**config.mk**
```make
export PLATFORM = sky130hd
export DESIGN_NAME = cfg_serial_loader
export DESIGN_NICKNAME = d
export VERILOG_FILES = /design/src/rtl/cfgl_pkg.sv /design/src/rtl/cfgl_timer.sv /design/src/rtl/cfgl_bit_shifter.sv /design/src/rtl/cfg_serial_loader.sv
export SDC_FILE = /design/constraint.sdc
export NUM_CORES = 1
export LEC_CHECK = 0
export BUFFER_PORTS_ARGS = -buffer_cell sky130_fd_sc_hd__clkbuf_2
export CAP_MARGIN = 30
export CELL_PAD_IN_SITES_DETAIL_PLACEMENT = 0
export CELL_PAD_IN_SITES_GLOBAL_PLACEMENT = 2
export CORE_UTILIZATION = 40
export CTS_CLUSTER_SIZE = 40
export DETAILED_ROUTE_END_ITERATION = 8
export GPL_TIMING_DRIVEN = 1
export PLACE_DENSITY_LB_ADDON = 0.1
export SYNTH_ARGS = -nofsm -noshare
export SYNTH_HDL_FRONTEND = slang
export SYNTH_SLANG_ARGS = --single-unit
```
**constraint.sdc**
```tcl
create_clock -name clk -period 4.1 [get_ports clk]
set_clock_uncertainty 0.1 [all_clocks]
set_input_delay 0.205 -clock clk [delete_from_list [all_inputs] [get_ports clk]]
set_output_delay 0.205 -clock clk [all_outputs]
set_load 0.03 [all_outputs]
```
**src/rtl/cfgl_pkg.sv**
```systemverilog
package cfgl_pkg;
   typedef enum logic [2:0] {
      ST_IDLE,
      ST_PROG_LOW,
      ST_WAIT_INIT,
      ST_LOAD,
      ST_FLUSH,
      ST_FINISH
   } cfgl_state_e;

   typedef enum logic [1:0] {
      ERR_NONE         = 2'd0,
      ERR_INIT_TIMEOUT = 2'd1,
      ERR_INIT_LOST    = 2'd2,
      ERR_DONE_TIMEOUT = 2'd3
   } cfgl_err_e;

   localparam logic [7:0] FILL_BYTE = 8'hFF;
endpackage

```
**src/rtl/cfgl_timer.sv**
```systemverilog
module cfgl_timer #(
   parameter int LIMIT = 16
) (
   input  logic clk,
   input  logic rst_n,
   input  logic clr_i,
   input  logic en_i,
   output logic expired_o
);
   localparam int CW = $clog2(LIMIT + 2);
   localparam logic [CW-1:0] LIM = CW'(LIMIT);

   logic [CW-1:0] cnt_q;

   initial begin
      assert (LIMIT >= 0) else $error("cfgl_timer: LIMIT must not be negative");
   end

   always_ff @(posedge clk or negedge rst_n) begin
      if (!rst_n)               cnt_q <= '0;
      else if (clr_i)           cnt_q <= '0;
      else if (en_i && cnt_q != LIM) cnt_q <= cnt_q + 1'b1;
   end

   assign expired_o = (cnt_q == LIM);
endmodule

```
**src/rtl/cfgl_bit_shifter.sv**
```systemverilog
module cfgl_bit_shifter #(
   parameter int HALF_DIV = 2,
   parameter int BYTE_W   = 8
) (
   input  logic              clk,
   input  logic              rst_n,
   input  logic              kill_i,
   input  logic              load_i,
   input  logic [BYTE_W-1:0] byte_i,
   output logic              busy_o,
   output logic              cclk_o,
   output logic              din_o
);
   localparam int BW = $clog2(BYTE_W);

   logic [BYTE_W-1:0] sreg_q;
   logic [BW-1:0]     left_q;
   logic              busy_q;
   logic              cclk_q;
   logic              tick;
   logic              tick_clr;

   initial begin
      assert (HALF_DIV >= 1) else $error("cfgl_bit_shifter: HALF_DIV must be at least 1");
      assert (BYTE_W >= 2)   else $error("cfgl_bit_shifter: BYTE_W must be at least 2");
   end

   assign tick_clr = kill_i || !busy_q || tick;

   generate
      if (HALF_DIV == 1) begin : g_nodiv
         assign tick = busy_q;
      end else begin : g_div
         localparam int DW = $clog2(HALF_DIV);
         localparam logic [DW-1:0] DLAST = DW'(HALF_DIV - 1);
         logic [DW-1:0] div_q;
         always_ff @(posedge clk or negedge rst_n) begin
            if (!rst_n)        div_q <= '0;
            else if (tick_clr) div_q <= '0;
            else               div_q <= div_q + 1'b1;
         end
         assign tick = busy_q && (div_q == DLAST);
      end
   endgenerate

   always_ff @(posedge clk or negedge rst_n) begin
      if (!rst_n) begin
         sreg_q <= '1;
         left_q <= '0;
         busy_q <= 1'b0;
         cclk_q <= 1'b1;
      end else if (kill_i) begin
         busy_q <= 1'b0;
         cclk_q <= 1'b1;
      end else if (!busy_q) begin
         if (load_i) begin
            sreg_q <= byte_i;
            left_q <= BW'(BYTE_W - 1);
            busy_q <= 1'b1;
            cclk_q <= 1'b0;
         end
      end else if (tick) begin
         if (!cclk_q) begin
            cclk_q <= 1'b1;
         end else if (left_q == '0) begin
            busy_q <= 1'b0;
         end else begin
            sreg_q <= {sreg_q[BYTE_W-2:0], 1'b1};
            left_q <= left_q - 1'b1;
            cclk_q <= 1'b0;
         end
      end
   end

   assign busy_o = busy_q;
   assign cclk_o = cclk_q;
   assign din_o  = sreg_q[BYTE_W-1];

   assert_din_stable_R3: assert property (@(posedge clk) disable iff (!rst_n)
      (cclk_o && $past(cclk_o)) |-> $stable(din_o));

   assert_load_when_idle_R4: assert property (@(posedge clk) disable iff (!rst_n)
      load_i |-> !busy_o);
endmodule

```
**src/rtl/cfg_serial_loader.sv**
```systemverilog
module cfg_serial_loader #(
   parameter int HALF_DIV     = 2,
   parameter int PROG_LOW_CYC = 4,
   parameter int INIT_TIMEOUT = 50,
   parameter int DONE_TIMEOUT = 200
) (
   input  logic       clk,
   input  logic       rst_n,
   input  logic       start_i,
   input  logic       abort_i,
   input  logic [7:0] s_data_i,
   input  logic       s_valid_i,
   input  logic       s_last_i,
   output logic       s_ready_o,
   output logic       tgt_prog_n_o,
   output logic       tgt_cclk_o,
   output logic       tgt_din_o,
   input  logic       tgt_init_i,
   input  logic       tgt_done_i,
   output logic       busy_o,
   output logic       ok_o,
   output logic       err_o,
   output logic [1:0] err_code_o
);
   import cfgl_pkg::*;

   cfgl_state_e state_q, state_d;
   cfgl_err_e   code_q, code_d;
   logic        ok_q, ok_d, err_q, err_d;
   logic        last_q, last_d;
   logic        sh_busy, sh_load, sh_kill;
   logic [7:0]  sh_byte;
   logic        plow_exp, init_exp, done_exp;
   logic        take;

   initial begin
      assert (PROG_LOW_CYC >= 1) else $error("cfg_serial_loader: PROG_LOW_CYC must be at least 1");
      assert (INIT_TIMEOUT >= 1) else $error("cfg_serial_loader: INIT_TIMEOUT must be at least 1");
      assert (DONE_TIMEOUT >= 1) else $error("cfg_serial_loader: DONE_TIMEOUT must be at least 1");
   end

   cfgl_timer #(.LIMIT(PROG_LOW_CYC - 1)) u_plow_tmr (
      .clk(clk), .rst_n(rst_n),
      .clr_i(state_q != ST_PROG_LOW), .en_i(1'b1), .expired_o(plow_exp));

   cfgl_timer #(.LIMIT(INIT_TIMEOUT)) u_init_tmr (
      .clk(clk), .rst_n(rst_n),
      .clr_i(state_q != ST_WAIT_INIT), .en_i(1'b1), .expired_o(init_exp));

   cfgl_timer #(.LIMIT(DONE_TIMEOUT)) u_done_tmr (
      .clk(clk), .rst_n(rst_n),
      .clr_i(state_q != ST_FLUSH), .en_i(1'b1), .expired_o(done_exp));

   cfgl_bit_shifter #(.HALF_DIV(HALF_DIV), .BYTE_W(8)) u_shift (
      .clk(clk), .rst_n(rst_n), .kill_i(sh_kill), .load_i(sh_load),
      .byte_i(sh_byte), .busy_o(sh_busy), .cclk_o(tgt_cclk_o), .din_o(tgt_din_o));

   assign s_ready_o = (state_q == ST_LOAD) && !sh_busy && !last_q
                      && tgt_init_i && !tgt_done_i;
   assign take      = s_ready_o && s_valid_i;

   always_comb begin
      state_d = state_q;
      code_d  = code_q;
      ok_d    = ok_q;
      err_d   = err_q;
      last_d  = last_q;
      sh_load = 1'b0;
      sh_kill = 1'b0;
      sh_byte = s_data_i;
      if (abort_i) begin
         state_d = ST_IDLE;
         ok_d    = 1'b0;
         err_d   = 1'b0;
         code_d  = ERR_NONE;
         sh_kill = 1'b1;
      end else begin
         case (state_q)
            ST_IDLE: begin
               if (start_i) begin
                  state_d = ST_PROG_LOW;
                  ok_d    = 1'b0;
                  err_d   = 1'b0;
                  code_d  = ERR_NONE;
                  last_d  = 1'b0;
               end
            end
            ST_PROG_LOW: begin
               if (plow_exp) state_d = ST_WAIT_INIT;
            end
            ST_WAIT_INIT: begin
               if (tgt_init_i) begin
                  state_d = ST_LOAD;
               end else if (init_exp) begin
                  state_d = ST_IDLE;
                  err_d   = 1'b1;
                  code_d  = ERR_INIT_TIMEOUT;
               end
            end
            ST_LOAD: begin
               if (!tgt_init_i) begin
                  state_d = ST_IDLE;
                  err_d   = 1'b1;
                  code_d  = ERR_INIT_LOST;
                  sh_kill = 1'b1;
               end else if (!sh_busy) begin
                  if (tgt_done_i) begin
                     state_d = ST_FINISH;
                  end else if (last_q) begin
                     state_d = ST_FLUSH;
                  end else if (take) begin
                     sh_load = 1'b1;
                     last_d  = s_last_i;
                  end
               end
            end
            ST_FLUSH: begin
               sh_byte = FILL_BYTE;
               if (!sh_busy) begin
                  if (tgt_done_i) begin
                     state_d = ST_FINISH;
                  end else if (done_exp) begin
                     state_d = ST_IDLE;
                     err_d   = 1'b1;
                     code_d  = ERR_DONE_TIMEOUT;
                  end else begin
                     sh_load = 1'b1;
                  end
               end
            end
            ST_FINISH: begin
               state_d = ST_IDLE;
               if (tgt_init_i && tgt_done_i) begin
                  ok_d = 1'b1;
               end else begin
                  err_d  = 1'b1;
                  code_d = ERR_INIT_LOST;
               end
            end
            default: state_d = ST_IDLE;
         endcase
      end
   end

   always_ff @(posedge clk or negedge rst_n) begin
      if (!rst_n) begin
         state_q <= ST_IDLE;
         code_q  <= ERR_NONE;
         ok_q    <= 1'b0;
         err_q   <= 1'b0;
         last_q  <= 1'b0;
      end else begin
         state_q <= state_d;
         code_q  <= code_d;
         ok_q    <= ok_d;
         err_q   <= err_d;
         last_q  <= last_d;
      end
   end

   assign tgt_prog_n_o = (state_q != ST_PROG_LOW);
   assign busy_o       = (state_q != ST_IDLE);
   assign ok_o         = ok_q;
   assign err_o        = err_q;
   assign err_code_o   = code_q;

   assert_idle_pins_R11: assert property (@(posedge clk) disable iff (!rst_n)
      !busy_o |-> (tgt_prog_n_o && tgt_cclk_o));

   assert_no_clock_in_reset_R1: assert property (@(posedge clk) disable iff (!rst_n)
      $fell(tgt_cclk_o) |-> tgt_prog_n_o);

   assert_ok_needs_pins_R9: assert property (@(posedge clk) disable iff (!rst_n)
      $rose(ok_o) |-> $past(tgt_init_i && tgt_done_i));

   assert_init_lost_stops_R6: assert property (@(posedge clk) disable iff (!rst_n)
      (state_q == ST_LOAD && !tgt_init_i && !abort_i) |=> (!busy_o && err_o && tgt_cclk_o));

   assert_abort_idle_R10: assert property (@(posedge clk) disable iff (!rst_n)
      abort_i |=> (!busy_o && !ok_o && !err_o));
endmodule

```
==> flow_metrics.py, run 1 <==
metrics = {
    "worst_setup_path": {
        "critical_path_arrival_ns": 2.49,
        "r2r_cells": 5,
        "crit_type": "register to register",
        "timing.critical_path.fanout_max": 18,
        "start_kind": "register",
        "critPathRequiredTime_ns": 4.17,
        "crit_path_start": "state_q[1]$_DFFE_PN0P_",
        "timing.critical_path.to_type": "register",
        "rr_startpoint": "state_q[1]$_DFFE_PN0P_",
    },
    "placement": {
        "buffer_ports.inserted": 24,
        "place_inst": 321,
        "place_hpwl_um": 3457,
        "place_congestion": 0.7435,
    },
    "job": {
        "cap_violations": 0,
    },
    "synthesis": {
        "synth_top_cell_by_area": "sky130_fd_sc_hd__dfrtp_1",
        "postSynthNetCount": 261,
        "ys_top_cells_by_count": "sky130_fd_sc_hd__nor2_1 (34), sky130_fd_sc_hd__dfrtp_1 (30), sky130_fd_sc_hd__nand2_1 (15)",
        "synth-edff-count": 0,
        "area_fraction_in_compound_gates_after_synthesis_pct": 15.05,
        "yosys.area_share.adder_pct": 4.240,
        "multiplexer_share_of_the_synthesized_area_pct": 6.253,
        "dominantRegCellSynth": "sky130_fd_sc_hd__dfrtp_1",
        "synth.top_cells.by_area": "sky130_fd_sc_hd__dfrtp_1 (32%), sky130_fd_sc_hd__dfstp_2 (10%), sky130_fd_sc_hd__nor2_1 (5.4%), sky130_fd_sc_hd__mux2_4 (4.5%), sky130_fd_sc_hd__ha_1 (4.2%)",
        "yosysUniqueCellTypes": 58,
        "synthesis.area_mm2": 0.002361,
        "sequential_cell_area_fraction_in_the_yosys_report_pct": 41.81,
        "synth_most_common_cell": "sky130_fd_sc_hd__nor2_1",
        "synth.avg_cell_area_um2": 9.962,
        "count_of_state_elements_after_synthesis": 39,
        "synth_top_area_share_pct": 31.80,
        "postSynth.asyncResetShare_pct": 100.0,
        "yosys.area_share.xor_xnor_pct": 5.935,
        "synthesis.yosys.warnings": 0,
        "simple_gate_portion_of_the_synthesized_area_pct": 22.42,
        "synthesis.instances": 237,
        "synth_top_family_by_area": "simple AND/OR/NAND/NOR gates",
    },
    "worst_hold_path": {
        "hold_path.class": "input pin to register",
        "min_from": "start_i",
        "timing.hold.worst_path_depth": 2,
    },
    "cells_and_area": {
        "fin_nets": 281,
        "fillerInstances": 556,
        "layout-drive-gt1-share_pct": 24.42,
        "area_growth_pct": 10.76,
        "stdcell_count": 330,
        "antenna-diode-count": 0,
    },
    "status": {
        "status": "finished clean",
    },
    "global_route": {
        "wire_length_of_the_first_global_routing_pass_um": 8556,
        "number_of_global_route_vias_before_repair": 1698,
        "grtUsageTotal_pct": 17.74,
        "grt.overflow.total": 0,
        "grt_max_degree": 30,
        "grt_antenna_before_repair": 0,
    },
    "sta": {
        "final.setup.tns_ns": 0,
        "slew_worst_pin_ns": 0.8997,
        "finalCriticalPeriod_ns": 2.418,
        "grt_setup_unrepaired": "no",
        "slew_headroom_pct": 40.02,
        "finalSetupViolations": 0,
        "fmax_mhz": 413.5,
        "post-route-period-util_pct": 58.98,
        "timing.final.max_slew_violations": 0,
        "finalHoldViolations": 0,
    },
    "detailed_routing": {
        "wire_per_inst_um": 14.63,
        "drt-pass1-iter-count": 4,
        "iteration_0_drc_count_of_the_detailed_router": 159,
        "routed_wl_um": 4827,
        "drt_drc_violations_left": 0,
        "detailroute.via_count": 1746,
        "ant_nets": 0,
        "viasPerCell": 5.291,
    },
    "die": {
        "initial_utilization_pct": 42.10,
        "die_area_mm2": 0.006213,
        "num_rows": 27,
        "die_x_um": 78.83,
        "core_area_mm2": 0.005608,
        "floorplan.die.height_um": 78.83,
        "ioPinCount": 25,
    },
    "clock_network": {
        "clock_insertion_delay_worst_skew_ns": 0.29,
        "ctsLongestPathBuffers": 2,
        "cts_htree_levels": 2,
        "cts.clk_slew.worst_paths_ns": 0.07,
        "cts-resized-gates": 0,
        "cts_tree": "built",
        "cts-buffers-inserted": 5,
        "clock_tree.root_cell": "sky130_fd_sc_hd__clkbuf_8",
        "sinks_on_clock_net": 39,
    },
    "power": {
        "ir_drop_v": 0.0001788,
        "cell_area_power_density_mw_per_mm2": 423.7,
        "leakagePower_nw": 1.137,
    },
}
==> logic make-up (layout without fill, tap and decap cells) <==
family	Yosys count	count (layout)
adders and majority gates	8	8
AOI/OAI and AO/OA	43	43
DFF	39	39
muxes	11	11
buffers and inverters	22	43
and+or+nand+nor	98	98
xor gates and xnor gates	16	16
==> critical path: stages, from the launching register on <==
cell,delay [ns]
sky130_fd_sc_hd__dfrtp_1,0.68
sky130_fd_sc_hd__or3b_1,0.51
sky130_fd_sc_hd__a41o_4,0.31
sky130_fd_sc_hd__o311ai_4,0.23
sky130_fd_sc_hd__a21o_2,0.16
sky130_fd_sc_hd__mux2_1,0.31
==> report_power, final <==
part	leakage [nW]	internal, mW	switching [mW]
clock network	0.0422	0.119	0.129
registers	0.507	0.428	0.0669
logic	0.587	0.152	0.213
total	1.14	0.699	0.409
==> through the flow <==
step / cell area (µm²) / hold slack (ns) / utilization, % / power [mW] / setup slack, ns
3_5_place_dp: 2524 / 0.05235 / 45.00 / 0.8697 / 1.679
3_3_place_gp: 2504 / 0.3162 / 44.65 / 0.8685 / 1.724
6_report: 2615 / 0.03517 / 46.63 / 1.108 / 1.682
5_1_grt: 2615 / 0.04803 / 46.63 / 1.196 / 1.535
2_1_floorplan: 2361 / -0.1906 / - / 0.7952 / 1.730
4_1_cts: 2615 / 0.02596 / 46.63 / 1.124 / 1.686
==> per-layer routing <==
layer	part of all wire (%)	vias up	GRT usage (%)	wire length [µm]
li1	-	878	-	-
met1	54	834	26.51	2607
met2	41	30	25.39	1995
met3	3.5	4	3.793	168
met4	1.1	0	5.455	55
met5	0	-	0	0
==> placed cells by master (no fill, tap or decap), types with 4 or more instances in the layout <==
master                      n
sky130_fd_sc_hd__o21ai_0   14
sky130_fd_sc_hd__clkbuf_8   5
sky130_fd_sc_hd__nor2_1    34
sky130_fd_sc_hd__nand3_1    7
sky130_fd_sc_hd__dfstp_2    9
sky130_fd_sc_hd__and3_1     5
sky130_fd_sc_hd__nor2b_1    6
sky130_fd_sc_hd__xnor2_1    7
sky130_fd_sc_hd__nor3_1     4
sky130_fd_sc_hd__dfrtp_1   30
sky130_fd_sc_hd__nand2_1   15
sky130_fd_sc_hd__xor2_1     9
sky130_fd_sc_hd__inv_1      9
sky130_fd_sc_hd__a21oi_1    6
sky130_fd_sc_hd__ha_1       8
sky130_fd_sc_hd__mux2_4     7
sky130_fd_sc_hd__clkbuf_2  24
sky130_fd_sc_hd__nand4_1    4
==> registers in the layout (all words and copies together) (netlist names) <==
signal / count
last_q: 1
err_o: 1
u_init_tmr.cnt_q: 6
state_q: 3
ok_o: 1
u_shift.sreg_q: 8
u_done_tmr.cnt_q: 8
u_shift.busy_o: 1
u_shift.left_q: 3
err_code_o: 2
u_shift.g_div.div_q: 1
u_shift.cclk_o: 1
u_plow_tmr.cnt_q: 3
==> worst paths after layout <==
| check | endpoint | slack, ns |
|---|---|---|
| max in group asynchronous | u_shift.sreg_q[3]$_DFFE_PN1P_ | 3.09 |
| worst min register to register | u_shift.g_div.div_q$_DFF_PN0_ | 0.38 |
| worst max-delay path | state_q[0]$_DFFE_PN0P_ | 1.68 |
| worst max register to register | state_q[0]$_DFFE_PN0P_ | 1.68 |
| worst min-delay path | last_q$_DFFE_PN0P_ | 0.04 |
| min in group asynchronous | u_init_tmr.cnt_q[5]$_DFFE_PN0P_ | 0.26 |
==> area by class of cell <==
type                            count  area [µm²]  area share (%)
Multi-Input combinational cell    176        1272           48.66
Clock buffer                        7       76.32           2.919
Tap cell                           72       90.09           3.445
Timing Repair Buffer               26       150.1           5.742
Inverter                            9       33.78           1.292
Sequential cell                    39       987.2           37.75
Clock inverter                      1       5.005          0.1914
==> what timing repair did <==
item,in CTS,in global routing
endpoints found under the hold margin,11,0
hold buffers,1,0
buffers inserted,0,0
Note: power is estimated with default switching activity, not from simulation.
==> run 2: changes to the inputs <==
- CORE_UTILIZATION: 40 -> 37
- clock period: 4.1 -> 2.5 ns (I/O delays scaled with it)
==> run 2 against run 1 <==
Count of clock-buffer cells in the layout is the same. Critical path depth grew 3. Critical path type unchanged. Largest cell class unchanged. Routed wire length grew 6.7%. Design area grew 3.8%. Final cell count grew 4.2%. Global-route usage shrank 0.34 points.
==> flow_metrics.py, run 2 (synthesized netlist as in run 1, its figures left out) <==
metrics = {
    "sta": {
        "grt_setup_unrepaired": "no",
        "post-route-period-util_pct": 92.39,
        "finalHoldViolations": 0,
        "slew_worst_pin_ns": 0.5135,
        "fmax_mhz": 433.0,
        "finalCriticalPeriod_ns": 2.310,
        "finalSetupViolations": 0,
        "holdWs_ns": 0.05630,
        "timing.final.max_slew_violations": 0,
        "slew_headroom_pct": 65.77,
        "final.setup.tns_ns": 0,
        "setup_slack_ns": 0.1904,
    },
    "worst_setup_path": {
        "crit_chain": "inv_1, ha_1, nand4_1, o41ai_4, buf_4, a211oi_2, nor2_4, mux2_4",
        "timing.critical_path.to_type": "register",
        "critical_path.max_stage_delay_ns": 0.42,
        "crit_path_start": "u_done_tmr.cnt_q[0]$_DFFE_PN0P_",
        "crit_type": "register to register",
        "critical_path_arrival_ns": 2.44,
        "critPathRequiredTime_ns": 2.63,
        "rr_startpoint": "u_done_tmr.cnt_q[0]$_DFFE_PN0P_",
        "critical_path.slowest_cell": "sky130_fd_sc_hd__dfrtp_1",
        "timing.critical_path.fanout_max": 7,
        "start_kind": "register",
    },
    "detailed_routing": {
        "iteration_0_drc_count_of_the_detailed_router": 81,
        "viasPerCell": 5.305,
        "detail_route_met2_wl_um": 2259,
        "routed_wl_um": 5149,
        "wirelength_met1_um": 2638,
        "ant_nets": 0,
        "drt-pass1-iter-count": 5,
        "met3_length_um": 127,
        "maxUsedRoutingLayer": "met4",
        "drt_drc_violations_left": 0,
        "detailroute.via_count": 1825,
        "wire_per_inst_um": 14.97,
    },
    "global_route": {
        "grtUsageTotal_pct": 17.40,
        "number_of_global_route_vias_before_repair": 1763,
        "grt_max_degree": 40,
        "grt.overflow.total": 0,
        "grt_antenna_before_repair": 0,
        "wire_length_of_the_first_global_routing_pass_um": 8673,
    },
    "power": {
        "combPwrFrac_pct": 34.3,
        "share_clk_of_total_power_pct": 24.7,
        "ir_drop_v": 0.0002503,
        "sw_ratio_pct": 36.38,
        "cell_area_power_density_mw_per_mm2": 714.4,
        "leakagePower_nw": 1.195,
        "net-switching-power_mw": 0.7054,
        "power_frac_seq_pct": 41.0,
        "internal_power_mw": 1.233,
    },
    "clock_network": {
        "ctsLongestPathBuffers": 2,
        "sinks_on_clock_net": 39,
        "clock_insertion_delay_worst_skew_ns": 0.29,
        "cts-buffers-inserted": 5,
        "clock_tree.root_cell": "sky130_fd_sc_hd__clkbuf_8",
        "cts_htree_levels": 2,
        "cts_tree": "built",
        "cts.clk_slew.worst_paths_ns": 0.08,
        "cts-resized-gates": 0,
    },
    "cells_and_area": {
        "top_regs": "u_done_tmr.cnt_q (8), u_shift.sreg_q (8), u_init_tmr.cnt_q (6)",
        "antenna-diode-count": 0,
        "area_growth_pct": 14.94,
        "most_common_library_cell_in_the_layout_ignoring_fill_and_taps": "sky130_fd_sc_hd__nor2_1",
        "layout-drive-gt1-share_pct": 27.88,
        "fillerInstances": 629,
        "highest_count_cells_in_the_layout_ignoring_fill_and_taps": "sky130_fd_sc_hd__nor2_1 (34), sky130_fd_sc_hd__dfrtp_1 (30), sky130_fd_sc_hd__clkbuf_2 (24)",
        "fin_nets": 292,
    },
    "worst_hold_path": {
        "min_from": "s_data_i[0]",
        "hold_path.class": "input pin to register",
    },
    "placement": {
        "place_hpwl_um": 3703,
        "place_congestion": 0.7361,
        "buffer_ports.inserted": 24,
        "pre_cts_ws_ns": 0.1542,
    },
    "die": {
        "die_x_um": 81.88,
        "die_area_mm2": 0.006704,
        "floorplan.die.height_um": 81.88,
        "core_area_mm2": 0.006026,
        "ioPinCount": 25,
        "num_rows": 28,
        "initial_utilization_pct": 39.18,
    },
    "job": {
        "cap_violations": 0,
    },
    "status": {
        "status": "finished clean",
    },
}
run 2: critical path, delay by kind of cell (launching register included):
family,cells,cell delay (ns)
buffers and inverters,2,0.31
DFF,1,0.42
muxes,1,0.33
adders and majority gates,1,0.14
and+or+nand+nor,2,0.46
AOI/OAI and AO/OA,2,0.48
run 2: metrics by stage:
| stage | total power [mW] | cells | cell area [µm²] | utilization (%) |
|---|---|---|---|---|
| 2_1_floorplan | 1.304 | 237 | 2361 | - |
| 3_3_place_gp | 1.469 | 333 | 2582 | 42.86 |
| 3_5_place_dp | 1.470 | 333 | 2582 | 42.86 |
| 4_1_cts | 1.967 | 343 | 2706 | 44.91 |
| 5_1_grt | 2.072 | 344 | 2714 | 45.04 |
| 6_report | 1.939 | 344 | 2714 | 45.04 |
run 2: area by class of cell:
cell class	instances	area, µm²	share of cell area [%]
clock buffers	7	96.34	3.550
clock inverters	1	7.507	0.2766
inverters	9	33.78	1.245
multi-input cells	176	1272	46.89
flip-flops and latches	39	987.2	36.38
well taps	75	93.84	3.458
repair buffers	37	222.7	8.207
run 2: power groups by stage:
stage          clock [mW]  sequential [mW]  combinational (mW)
4_1_cts             0.504            0.793               0.670
3_5_place_dp            0            0.805               0.665
6_report            0.480            0.794               0.665
5_1_grt             0.524            0.809               0.740
2_1_floorplan           0            0.781               0.523
3_3_place_gp            0            0.803               0.666
run 2: routing by layer:
layer | GRT usage (%) | vias to the layer above
met5 | 0 | -
met1 | 23.73 | 894
met3 | 4.111 | 10
met4 | 6.842 | 0
li1 | - | 895
met2 | 26.36 | 26
run 2: repair_timing:
action	in CTS	in global routing
setup buffers	0	1
endpoints found under the setup margin	0	5
hold endpoints to repair	31	0
hold buffers	2	0
run 2: worst paths after layout:
| check | end | slack, ns | cells after the start |
|---|---|---|---|
| worst max-delay path | u_shift.sreg_q[3]$_DFFE_PN1P_ | 0.19 | 8 |
| worst min-delay path | u_shift.sreg_q[0]$_DFFE_PN1P_ | 0.06 | 3 |
| worst max register to register | u_shift.sreg_q[3]$_DFFE_PN1P_ | 0.19 | 8 |
| worst min register to register | u_shift.g_div.div_q$_DFF_PN0_ | 0.39 | 1 |
| max in group asynchronous | u_shift.sreg_q[1]$_DFFE_PN1P_ | 1.61 | 3 |
| min in group asynchronous | u_plow_tmr.cnt_q[2]$_DFFE_PN0P_ | 0.33 | 3 |
